[src/rtl/fpx_pkg.sv]
package fpx_pkg;
  localparam int SP_EXP_W  = 8;
  localparam int SP_FRAC_W = 23;
  localparam int SP_BIAS   = 127;
  localparam int DP_EXP_W  = 11;
  localparam int DP_FRAC_W = 52;
  localparam int DP_BIAS   = 1023;
  localparam int XP_EXP_W  = 15;
  localparam int XP_SIG_W  = 64;
  localparam int XP_BIAS   = 16383;
  localparam int XP_W      = 1 + XP_EXP_W + XP_SIG_W;
  localparam int LZ_W      = $clog2(DP_FRAC_W + 1);

  typedef enum logic [2:0] {
    CL_NORM,
    CL_ZERO,
    CL_DENORM,
    CL_INF,
    CL_NAN
  } fpx_class_e;
endpackage

[src/rtl/fpx_unpack.sv]
module fpx_unpack
  import fpx_pkg::*;
(
  input  logic                 fmt_dbl,
  input  logic [63:0]          word,
  output logic                 sign,
  output logic [DP_EXP_W-1:0]  exp_raw,
  output logic [DP_FRAC_W-1:0] frac,
  output logic [XP_EXP_W-1:0]  rebias,
  output fpx_class_e           cls
);
  localparam int PAD_W = DP_FRAC_W - SP_FRAC_W;
  localparam logic [XP_EXP_W-1:0] SP_REBIAS = XP_EXP_W'(XP_BIAS - SP_BIAS);
  localparam logic [XP_EXP_W-1:0] DP_REBIAS = XP_EXP_W'(XP_BIAS - DP_BIAS);

  logic exp_zero;
  logic exp_ones;
  logic frac_zero;

  always_comb begin
    if (fmt_dbl) begin
      sign     = word[63];
      exp_raw  = word[62:DP_FRAC_W];
      frac     = word[DP_FRAC_W-1:0];
      rebias   = DP_REBIAS;
      exp_ones = &word[62:DP_FRAC_W];
    end else begin
      sign     = word[31];
      exp_raw  = {{(DP_EXP_W-SP_EXP_W){1'b0}}, word[30:SP_FRAC_W]};
      frac     = {word[SP_FRAC_W-1:0], {PAD_W{1'b0}}};
      rebias   = SP_REBIAS;
      exp_ones = &word[30:SP_FRAC_W];
    end
    exp_zero  = (exp_raw == '0);
    frac_zero = (frac == '0);
  end

  always_comb begin
    if (exp_zero)      cls = frac_zero ? CL_ZERO : CL_DENORM;
    else if (exp_ones) cls = frac_zero ? CL_INF  : CL_NAN;
    else               cls = CL_NORM;
  end
endmodule

[src/rtl/fpx_lzc.sv]
module fpx_lzc #(
  parameter int W  = 52,
  parameter int CW = $clog2(W + 1)
) (
  input  logic [W-1:0]  vec,
  output logic [CW-1:0] cnt
);
  always_comb begin
    cnt = CW'(W);
    for (int i = 0; i < W; i++) begin
      if (vec[i]) cnt = CW'(W - 1 - i);
    end
  end
endmodule

[src/rtl/fpx_pack.sv]
module fpx_pack
  import fpx_pkg::*;
(
  input  logic                 sign,
  input  fpx_class_e           cls,
  input  logic [DP_EXP_W-1:0]  exp_raw,
  input  logic [DP_FRAC_W-1:0] frac,
  input  logic [XP_EXP_W-1:0]  rebias,
  input  logic [LZ_W-1:0]      lz,
  output logic [XP_W-1:0]      word
);
  localparam int TAIL_W = XP_SIG_W - 1 - DP_FRAC_W;

  logic [XP_EXP_W-1:0] exp_o;
  logic [XP_SIG_W-1:0] sig_o;
  logic [XP_SIG_W-1:0] den_sig;

  always_comb begin
    den_sig = {frac, {(TAIL_W + 1){1'b0}}} << lz;
  end

  always_comb begin
    exp_o = '0;
    sig_o = '0;
    unique case (cls)
      CL_ZERO: begin
        exp_o = '0;
        sig_o = '0;
      end
      CL_DENORM: begin
        exp_o = rebias - XP_EXP_W'(lz);
        sig_o = den_sig;
      end
      CL_INF: begin
        exp_o = '1;
        sig_o = {1'b1, {(XP_SIG_W-1){1'b0}}};
      end
      CL_NAN: begin
        exp_o = '1;
        sig_o = {1'b1, 1'b1, frac[DP_FRAC_W-2:0], {TAIL_W{1'b0}}};
      end
      default: begin
        exp_o = XP_EXP_W'(exp_raw) + rebias;
        sig_o = {1'b1, frac, {TAIL_W{1'b0}}};
      end
    endcase
    word = {sign, exp_o, sig_o};
  end
endmodule

[src/rtl/fpx_widen.sv]
module fpx_widen
  import fpx_pkg::*;
(
  input  logic              clk,
  input  logic              rst_n,
  input  logic              in_valid,
  input  logic              in_fmt,
  input  logic [63:0]       in_word,
  output logic              out_valid,
  output logic [XP_W-1:0]   out_word,
  output logic              out_zero,
  output logic              out_inf,
  output logic              out_nan,
  output logic              out_denorm
);
  logic                 u_sign;
  logic [DP_EXP_W-1:0]  u_exp;
  logic [DP_FRAC_W-1:0] u_frac;
  logic [XP_EXP_W-1:0]  u_rebias;
  fpx_class_e           u_cls;
  logic [LZ_W-1:0]      u_lz;
  logic [XP_W-1:0]      p_word;

  fpx_unpack u_unpack (
    .fmt_dbl (in_fmt),
    .word    (in_word),
    .sign    (u_sign),
    .exp_raw (u_exp),
    .frac    (u_frac),
    .rebias  (u_rebias),
    .cls     (u_cls)
  );

  fpx_lzc #(.W(DP_FRAC_W), .CW(LZ_W)) u_lzc (
    .vec (u_frac),
    .cnt (u_lz)
  );

  fpx_pack u_pack (
    .sign    (u_sign),
    .cls     (u_cls),
    .exp_raw (u_exp),
    .frac    (u_frac),
    .rebias  (u_rebias),
    .lz      (u_lz),
    .word    (p_word)
  );

  // next-state
  logic            vld_nxt;
  logic            dat_en;
  logic [XP_W-1:0] word_nxt;
  logic [3:0]      flg_nxt;

  always_comb begin
    vld_nxt  = in_valid;
    dat_en   = in_valid;
    word_nxt = p_word;
    flg_nxt  = {u_cls == CL_ZERO, u_cls == CL_INF,
                u_cls == CL_NAN,  u_cls == CL_DENORM};
  end

  // registers
  always_ff @(posedge clk or negedge rst_n) begin
    if (!rst_n) out_valid <= 1'b0;
    else        out_valid <= vld_nxt;
  end

  always_ff @(posedge clk) begin
    if (dat_en) begin
      out_word <= word_nxt;
      {out_zero, out_inf, out_nan, out_denorm} <= flg_nxt;
    end
  end

  AST_VALID_RISE: assert property (@(posedge clk) disable iff (!rst_n)
    in_valid |=> out_valid) else $error("valid lost");
  AST_VALID_IDLE: assert property (@(posedge clk) disable iff (!rst_n)
    !in_valid |=> !out_valid) else $error("spurious valid");
  AST_SIGN_PASS: assert property (@(posedge clk) disable iff (!rst_n)
    in_valid |=> out_word[XP_W-1] == $past(in_fmt ? in_word[63] : in_word[31]))
    else $error("sign changed");
  AST_FLAG_ONEHOT: assert property (@(posedge clk) disable iff (!rst_n)
    out_valid |-> $onehot0({out_zero, out_inf, out_nan, out_denorm}))
    else $error("flags");
  AST_INT_BIT: assert property (@(posedge clk) disable iff (!rst_n)
    (out_valid && !out_zero) |-> out_word[XP_SIG_W-1])
    else $error("integer bit clear");
  AST_ZERO_ENC: assert property (@(posedge clk) disable iff (!rst_n)
    (out_valid && out_zero) |-> (out_word[XP_W-2:0] == '0))
    else $error("zero encoding");
  AST_NAN_QUIET: assert property (@(posedge clk) disable iff (!rst_n)
    (out_valid && out_nan) |-> (&out_word[XP_W-2:XP_SIG_W] && out_word[XP_SIG_W-2]))
    else $error("nan encoding");
  AST_HOLD: assert property (@(posedge clk) disable iff (!rst_n)
    (!in_valid && out_valid) |=> $stable(out_word))
    else $error("hold");
endmodule

[config.mk]
export PLATFORM = sky130hd
export DESIGN_NAME = fpx_widen
export DESIGN_NICKNAME = d
export VERILOG_FILES = /design/src/rtl/fpx_pkg.sv /design/src/rtl/fpx_unpack.sv /design/src/rtl/fpx_lzc.sv /design/src/rtl/fpx_pack.sv /design/src/rtl/fpx_widen.sv
export SDC_FILE = /design/constraint.sdc
export NUM_CORES = 1
export LEC_CHECK = 0
export BUFFER_PORTS_ARGS = -buffer_cell sky130_fd_sc_hd__buf_2
export CAP_MARGIN = 10
export CORE_UTILIZATION = 45
export CTS_BUF_LIST = sky130_fd_sc_hd__clkbuf_16
export DETAILED_ROUTE_END_ITERATION = 8
export PLACE_DENSITY = 0.71
export SLEW_MARGIN = 30
export SYNTH_ARGS = -nofsm -noshare
export SYNTH_HDL_FRONTEND = slang
export SYNTH_SLANG_ARGS = --single-unit
[constraint.sdc]
create_clock -name clk -period 0.8 [get_ports clk]
set_input_delay 0.12 -clock clk [delete_from_list [all_inputs] [get_ports clk]]
set_output_delay 0.12 -clock clk [all_outputs]
set_load 0.02 [all_outputs]
==> summary.txt, run 1 <==
Sequential fraction of the synthesis area - 0.257
Flip-flop and latch count after synthesis - 73
HPWL after detailed placement - 39.8 mm
CTS Sinks - 73
Async set-reset flop share out of synthesis - 0.0137
Failed at - 5_1_grt
Count of mapped cells out of synthesis - 999
Kind of pin the worst path terminates on - register input
Worst setup endpoint GRT - out_word[39]$_DFFE_PP_/D
Port Buffer Count - 141
Ports - 153
Post-Synth XOR/XNOR Area - 0.00206
Post-synthesis instance area - 8520 um^2
Post-synthesis compound-gate area fraction - 0.292
Initial core utilization - 0.466
Err - [ERROR GRT-0232] Routing congestion too high. Check the congestion heatmap in the GUI.
Overall global routing resource usage - 0.781
Main combinational cell family by area after synthesis - compound AO/OA/AOI/OAI gates
Bufs on Longest Clock Path - 2
Ys Warns - 0
Largest net degree at the start of global routing - 32
Result of the run - aborted with a tool error
Syn_area_per_cell - 8.53 um^2
Post-synth EDFFs - 72
Simple-Gate Fraction of Synth Area - 0.178
Overflow left after global routing - 122
Die height - 140 um
Final GP Congestion - 1.13
Top flip-flop cell by instance count after synthesis - edfxtp_1
Mux cell area share after synthesis - 0.193
TritonCTS Buffers - 9
Root cell of the clock tree - clkbuf_16
Standard-cell rows - 49
Count of H-tree levels built during CTS - 3
Adder-cell share of the synthesized area - 0.00588
Number of distinct library cells after synthesis - 98
Floorplan die width - 140 um
-- per-layer routing --
metal,overflow,global-route usage
met5,0,0.185
met4,59,0.825
met3,4,0.645
met2,58,0.951
met1,1,0.762
-- synth_stat cells (all sizes together) (5+ instances only) --
cell type / count / area, um^2
a2111oi: 5 / 68.8
a211oi: 17 / 138
a21oi: 45 / 225
a221o: 5 / 50.1
a221oi: 12 / 129
a22o: 10 / 87.6
a22oi: 25 / 188
a31oi: 12 / 75.1
a32oi: 7 / 61.3
and2: 5 / 33.8
buf: 60 / 404
clkbuf: 38 / 143
edfxtp: 72 / 2160
inv: 18 / 70.1
mux2: 34 / 387
mux2i: 114 / 1160
nand2: 116 / 435
nand2b: 8 / 50.1
nand3: 15 / 92.6
nand4: 7 / 43.8
nor2: 93 / 354
nor2b: 7 / 43.8
nor3: 26 / 145
nor3b: 10 / 85.1
nor4: 7 / 80.1
o211ai: 30 / 225
o21ai: 66 / 330
o221ai: 18 / 158
o22ai: 13 / 101
o2bb2ai: 6 / 58.8
o31ai: 9 / 72.6
o41ai: 7 / 61.3
or3: 7 / 43.8
-- kinds of logic after synthesis --
kind of cell | after synthesis
fa+ha+maj | 4
simple gates | 314
other cells | 1
flops | 73
buf+inv | 116
xor+xnor | 2
mux | 152
compound gates | 337
-- through the flow --
step,utilization,setup slack (ns),setup TNS [ns],cells,area (um^2)
2_1_floorplan,-,-2.38,-147.33,1009,8970
3_3_place_gp,0.707,-2.84,-174.46,1758,12900
3_5_place_dp,0.707,-2.86,-178.57,1758,12900
4_1_cts,0.840,-2.16,-143.45,1840,15300
-- timing repair --
action	in CTS
hold endpoints to repair	1
cloned	7
setup buffers	63
setup endpoints to repair	146
hold buffers	1
gates resized for setup	352
pin swaps	91
==> run 2, diff against run 1 <==
- CORE_UTILIZATION: 45 -> 30
- CTS_BUF_LIST: sky130_fd_sc_hd__clkbuf_16 -> unset
- PLACE_DENSITY: 0.71 -> unset
- PLACE_DENSITY_LB_ADDON: unset -> 0.15
==> run 2 against run 1 <==
  * The flow now finishes, with violations (setup timing)
  * Synthesized cell count unchanged
  * Area after synthesis is the same
==> summary.txt, run 2 <==
Simple-Gate Fraction of Synth Area - 0.178 (unchanged)
Most frequent cells after synthesis - nand2_1 (116), mux2i_1 (110), nor2_1 (91) (unchanged)
Commonest non-fill, non-tap cells in the layout - buf_4 (477), buf_2 (122), nand2_1 (103)
Area share of the largest cell type after synthesis - 0.254 (unchanged)
Maximum fanout along the worst path - 7
Cell internal power dissipation - 11.9 mW
Main combinational cell family by area after synthesis - compound AO/OA/AOI/OAI gates (unchanged)
Required arrival time at the worst endpoint - 0.87 ns
HPWL after detailed placement - 44.8 mm (was 39.8 mm)
PD cells - 1190 nW/um^2
Total detailed-routing wirelength - 56.1 mm
Maximum capacitance violations - 0
Final routed wire length divided by cell count - 27.8 um
Bufs on Longest Clock Path - 2 (unchanged)
Achievable frequency - 0.314 GHz
Number of hold violations in the final report - 0
Final non-filler cell total - 2019
Hold Path Depth - 2
Overall global routing resource usage - 0.380
Ports - 153 (unchanged)
Slew @ Worst Pin - 0.545 ns
Type of the tightest min-delay check - in -> reg
Fin worst setup slack - -2.38 ns
Top flip-flop cell by instance count after synthesis - edfxtp_1 (unchanged)
Worst slew slack as a fraction of its limit - 0.635
Flip-flop and latch count after synthesis - 73 (unchanged)
Area of the core - 27900 um^2
Most common cell after layout, fill and taps aside - buf_4
Sequential fraction of the synthesis area - 0.257 (unchanged)
Post-synthesis compound-gate area fraction - 0.292 (unchanged)
Post-synth EDFFs - 72 (unchanged)
DR iter-0 viols - 1333
Setup repair after global routing missed its margin - true
Root cell of the clock tree - clkbuf_16 (unchanged)
Async set-reset flop share out of synthesis - 0.0137 (unchanged)
Initial core utilization - 0.306 (was 0.466)
Largest net degree at the start of global routing - 34
Most area-hungry cell type in the Yosys netlist - edfxtp_1 (unchanged)
First-pass detailed-route iteration total - 6
Number of flip-flops under the largest register name - 68
Kind of critical path - in -> reg
Flop pwr share - 0.243
DP Worst Slack - -2.86 ns (about the same)
Post-Synth XOR/XNOR Area - 0.00206 (unchanged)
Count of mapped cells out of synthesis - 999 (unchanged)
Final core occ - 0.581
Port Buffer Count - 141 (unchanged)
Vias after detailed routing - 11.9k
Number of nets in the finished design - 1707
Violations in the final reports - setup timing
Worst-path clk slew - 0.06 ns
Adder-cell share of the synthesized area - 0.00588 (unchanged)
Final critical-path required period - 3.18 ns
Startpoint of the most critical hold path - in_word[63]
Critical Path Sink Type - flop
Register name with the most flops - out_word
Layout cells sized above 1 - 0.615
Die height - 171 um (was 140 um)
Overflow left after global routing - 0
Placed insts - 1925 (was 1758)
Most repeated cell in the gate-level netlist after synthesis - nand2_1 (unchanged)
Final GP Congestion - 1.05 (was 1.13)
Data arrival at the endpoint of the critical path - 3.25 ns
Via count of the first global-routing pass - 11.3k
Result of the run - complete, but fails checks (was aborted with a tool error)
Share of the clock period used by the worst path - 3.98
First-pass GRT wire length - 78.3 mm
Floorplan die width - 171 um (was 140 um)
CTS Sinks - 73 (unchanged)
Mux cell area share after synthesis - 0.193 (unchanged)
Net switching fraction of the power - 0.382
Share of power burned in the clock network - 0.210
Die footprint - 29100 um^2
Final count of negative-setup-slack endpoints - 145
Slew Viols, Final - 0
Remaining DRCs - 0
Signed area change from the synthesized netlist to the final layout - 90.0%
Logic pwr share - 0.547
Power spent charging and discharging nets - 7.35 mW
Terminating pin of the worst hold path - out_word[79]
CTS tree - built
Count of H-tree levels built during CTS - 3 (unchanged)
Initial antenna violation count - 3
TritonCTS Buffers - 9 (unchanged)
Post-synthesis instance area - 8520 um^2 (unchanged)
Leakage dissipation - 7.05 nW
Maximum VDD drop - 0.943 mV
Type of origin of the critical path - input port
Ys Warns - 0 (unchanged)
Vias per cell - 5.90
Top post-synthesis cells by area - edfxtp_1 (25%), mux2i_1 (13%), nand2_1 (5.1%), mux2_2 (4.1%), nor2_1 (4.0%) (unchanged)
Number of nets still failing antenna checks after routing - 0
Syn_area_per_cell - 8.53 um^2 (unchanged)
Number of distinct library cells after synthesis - 98 (unchanged)
Standard-cell rows - 61 (was 49)
run 2: worst max path at each step:
| stage | from | endpoint | cells after the start |
|---|---|---|---|
| 4_1_cts | in_fmt | out_word[48] | 14 |
| 3_3_place_gp | in_fmt | out_word[48] | 15 |
| 2_1_floorplan | in_fmt | out_word[52] | 12 |
| 6_report | in_word[18] | out_word[61] | 16 |
| 5_1_grt | in_fmt | out_word[58] | 14 |
| 3_5_place_dp | in_fmt | out_word[48] | 15 |
run 2: power groups by stage:
stage	Sequential, mW	Combinational [mW]	Clock, mW
2_1_floorplan	5.18	3.40	0
3_3_place_gp	4.73	8.39	0
3_5_place_dp	4.74	8.32	0
4_1_cts	4.66	9.50	4.12
5_1_grt	4.70	10.9	4.21
6_report	4.67	10.5	4.04
run 2: timing repair:
| action | CTS | global route |
|---|---|---|
| endpoints found under the setup margin | 146 | 145 |
| hold endpoints to repair | 1 | 0 |
| gates cloned | 4 | 2 |
| hold buffers | 1 | 0 |
| setup buffers | 44 | 35 |
| resized for setup | 279 | 128 |
| pin swaps | 63 | 53 |
run 2: routing by layer:
metal / wire length [um] / GRT usage
met5: 44 / 0
met4: 2610 / 0.167
met3: 5890 / 0.0803
met2: 23800 / 0.567
met1: 23800 / 0.524
run 2: kinds of logic (layout without fill, tap and decap cells):
family	count (synthesis)	count (layout)
buf+inv	116	747
mux	152	152
compound gates	337	337
xor+xnor	2	2
simple gates	314	314
fa+ha+maj	4	4
other cells	1	12
flops	73	73
run 2: cell type report:
| type | instances | area, um^2 |
|---|---|---|
| Inverter | 18 | 80.1 |
| Multi-Input combinational cell | 820 | 7300 |
| Sequential cell | 73 | 2190 |
| Fill cell | 2486 | 11700 |
| Antenna cell | 1 | 2.50 |
| Clock buffer | 10 | 229 |
| Timing Repair Buffer | 713 | 5840 |
| Clock inverter | 6 | 67.6 |
| Tap cell | 378 | 473 |
run 2: worst max-delay path, stage by stage:
cell and delay [ns]:
buf_2 0.24, buf_4 0.24, nor3_1 0.07, a211oi_1 0.35
a211oi_2 0.06, buf_4 0.16, o22ai_4 0.15, clkinv_4 0.12
buf_12 0.15, buf_12 0.12, buf_4 0.16, mux2i_4 0.19
mux4_2 0.53, o31a_1 0.32, a21oi_2 0.19, a311oi_2 0.07
run 2: metrics by stage:
stage                     instance area (um^2)  power [mW]  TNS (ns)  hold slack, ns
final                                    16200        19.2   -157.33          0.0709
after detailed placement                 13400        13.1   -180.37          -0.103
after floorplan                           8970        8.57   -147.33          -0.176
after global placement                   13400        13.1   -179.22          -0.105
after global routing                     16200        19.8   -164.73          0.0858
after CTS                                15300        18.3   -151.19          0.0533
(Power assumes the default switching activity.)
==> run 3, diff against run 2 <==
==> constraint.sdc (replaced) <==
create_clock -name clk -period 0.8 [get_ports clk]
set_input_delay 0.04 -clock clk [delete_from_list [all_inputs] [get_ports clk]]
set_output_delay 0.04 -clock clk [all_outputs]
set_load 0.02 [all_outputs]
==> run 3 against run 2 <==
  * The run ends with hold timing, setup timing left
  * Non-clock buffer count fell by 28
  * Critical path type unchanged
  * Critical endpoint is now out_word[48]
  * Clock power increased by 11%
  * Critical path depth fell by 3
  * Design area up 2.4%
  * Combinational power increased by 5%
  * Clock-buffer cell count is 2 higher
==> summary.txt, run 3 (synthesized netlist as in run 2, its figures left out) <==
Result of the run - complete, but fails checks (unchanged)
Met2 usage - 0.545 (was 0.567)
Number of flip-flops under the largest register name - 68 (unchanged)
Commonest non-fill, non-tap cells in the layout - buf_4 (415), buf_6 (157), nand2_1 (91) (was buf_4 (477), buf_2 (122), nand2_1 (103))
Worst slew slack as a fraction of its limit - 0.605 (was 0.635)
Ports - 153 (unchanged)
Final critical-path required period - 3.10 ns (was 3.18 ns)
HPWL after detailed placement - 44.5 mm (was 44.8 mm)
Power consumption - 20.2 mW (was 19.2 mW)
Vias per cell - 5.89 (was 5.90)
CTS tree - built (unchanged)
Area of the core - 27900 um^2 (unchanged)
Number of hold buffers added after cts - 2 (was 1)
Overall global routing resource usage - 0.379 (was 0.380)
Slew @ Worst Pin - 0.593 ns (was 0.545 ns)
Most common cell after layout, fill and taps aside - buf_4 (unchanged)
Data arrival at the endpoint of the critical path - 3.29 ns (was 3.25 ns)
Leakage dissipation - 7.05 nW (about the same)
Slew Viols, Final - 0 (unchanged)
Number of nets in the finished design - 1679 (was 1707)
Violations in the final reports - hold timing, setup timing (was setup timing)
Required arrival time at the worst endpoint - 0.99 ns (was 0.87 ns)
Setup repair after global routing missed its margin - true (unchanged)
Type of the tightest min-delay check - in -> reg (unchanged)
Global-route track usage on met1 - 0.531 (was 0.524)
Die footprint - 29100 um^2 (unchanged)
Count of H-tree levels built during CTS - 3 (unchanged)
Critical Path Sink Type - flop (unchanged)
Fin worst setup slack - -2.30 ns (was -2.38 ns)
Initial antenna violation count - 3 (unchanged)
Global-route met3 utilization - 0.0740 (was 0.0803)
Register name with the most flops - out_word (unchanged)
Standard-cell rows - 61 (unchanged)
Signed area change from the synthesized netlist to the final layout - 94.6% (was 90.0%)
Bufs on Longest Clock Path - 2 (unchanged)
Remaining DRCs - 0 (unchanged)
Final count of negative-setup-slack endpoints - 145 (unchanged)
First-pass GRT wire length - 78.2 mm (was 78.3 mm)
Maximum VDD drop - 0.747 mV (was 0.943 mV)
Vias after detailed routing - 11.7k (was 11.9k)
TritonCTS Buffers - 9 (unchanged)
Overflow left after global routing - 0 (unchanged)
DP Worst Slack - -2.96 ns (was -2.86 ns)
Hold slack - -0.0113 ns (was 0.0709 ns)
Via count of the first global-routing pass - 11.2k (was 11.3k)
Final core occ - 0.595 (was 0.581)
Final GP Congestion - 1.06 (was 1.05)
DR iter-0 viols - 1154 (was 1333)
Total detailed-routing wirelength - 55.6 mm (was 56.1 mm)
Maximum fanout along the worst path - 5 (was 7)
Kind of critical path - in -> reg (unchanged)
Root cell of the clock tree - clkbuf_16 (unchanged)
First-pass detailed-route iteration total - 5 (was 6)
Die height - 171 um (unchanged)
Worst-path clk slew - 0.06 ns (about the same)
Total negative slack - -143.17 ns (was -157.33 ns)
PD cells - 1220 nW/um^2 (was 1190 nW/um^2)
Number of nets still failing antenna checks after routing - 0 (unchanged)
CTS Sinks - 73 (unchanged)
Share of the clock period used by the worst path - 3.88 (was 3.98)
Most congested layer reported by global routing - met2 (unchanged)
Number of hold violations in the final report - 1 (was 0)
Maximum capacitance violations - 0 (unchanged)
Initial core utilization - 0.306 (unchanged)
Largest net degree at the start of global routing - 52 (was 34)
Achievable frequency - 0.322 GHz (was 0.314 GHz)
Final routed wire length divided by cell count - 27.9 um (was 27.8 um)
Type of origin of the critical path - input port (unchanged)
Port Buffer Count - 141 (unchanged)
Floorplan die width - 171 um (unchanged)
Layout cells sized above 1 - 0.633 (was 0.615)
-- run 3: path summary, 6_finish.rpt --
kind                              from            to  slack, ns  cells after the start
max in group asynchronous        rst_n     out_valid       0.17                      3
min                        in_word[63]  out_word[79]      -0.01                      2
max                        in_word[18]  out_word[48]      -2.30                     13
min in group asynchronous        rst_n     out_valid       0.52                      3
-- run 3: power by group --
group	switching (mW)	internal, mW	leakage [nW]
logic	5.75	5.25	6.18
registers	0.139	4.59	0.711
clock network	1.60	2.91	0.163
total	7.49	12.7	7.05
-- run 3: per-stage QoR --
stage,instances,instance area [um^2]
floorplan,1009,8970
global placement,1904,13200
detailed placement,1904,13200
CTS,1965,15300
global route,1991,16600
finish,1991,16600
-- run 3: cell type report --
| cell class | instances | area, um^2 |
|---|---|---|
| fillers | 2505 | 11300 |
| diodes | 1 | 2.50 |
| inverters | 18 | 77.6 |
| multi-input cells | 820 | 7550 |
| flip-flops and latches | 73 | 2190 |
| clock inverters | 4 | 73.8 |
| repair buffers | 685 | 5950 |
| well taps | 378 | 473 |
| clock buffers | 12 | 256 |
-- run 3: worst max-delay path: stages --
cell and delay [ns]:
buf_4 0.17, buf_4 0.17, o41a_1 0.41, a221oi_2 0.20, o211ai_1 0.19, a221o_2 0.53, mux2i_2 0.21, mux2_4 0.30
a222oi_1 0.47, buf_4 0.23, buf_4 0.10, o211ai_1 0.12, o211ai_1 0.14
-- run 3: layer usage --
layer / wire length (um) / share of wire
met5: 13 / 0.00023
met1: 24200 / 0.44
met4: 3290 / 0.059
met3: 5280 / 0.095
met2: 22800 / 0.41
-- run 3: what timing repair did --
| action | 4_1_cts | 5_1_grt |
|---|---|---|
| endpoints found under the hold margin | 2 | 1 |
| resized for setup | 330 | 275 |
| setup endpoints to repair | 145 | 145 |
| cloned | 2 | 0 |
| pin swaps | 70 | 71 |
| buffers inserted | 45 | 31 |
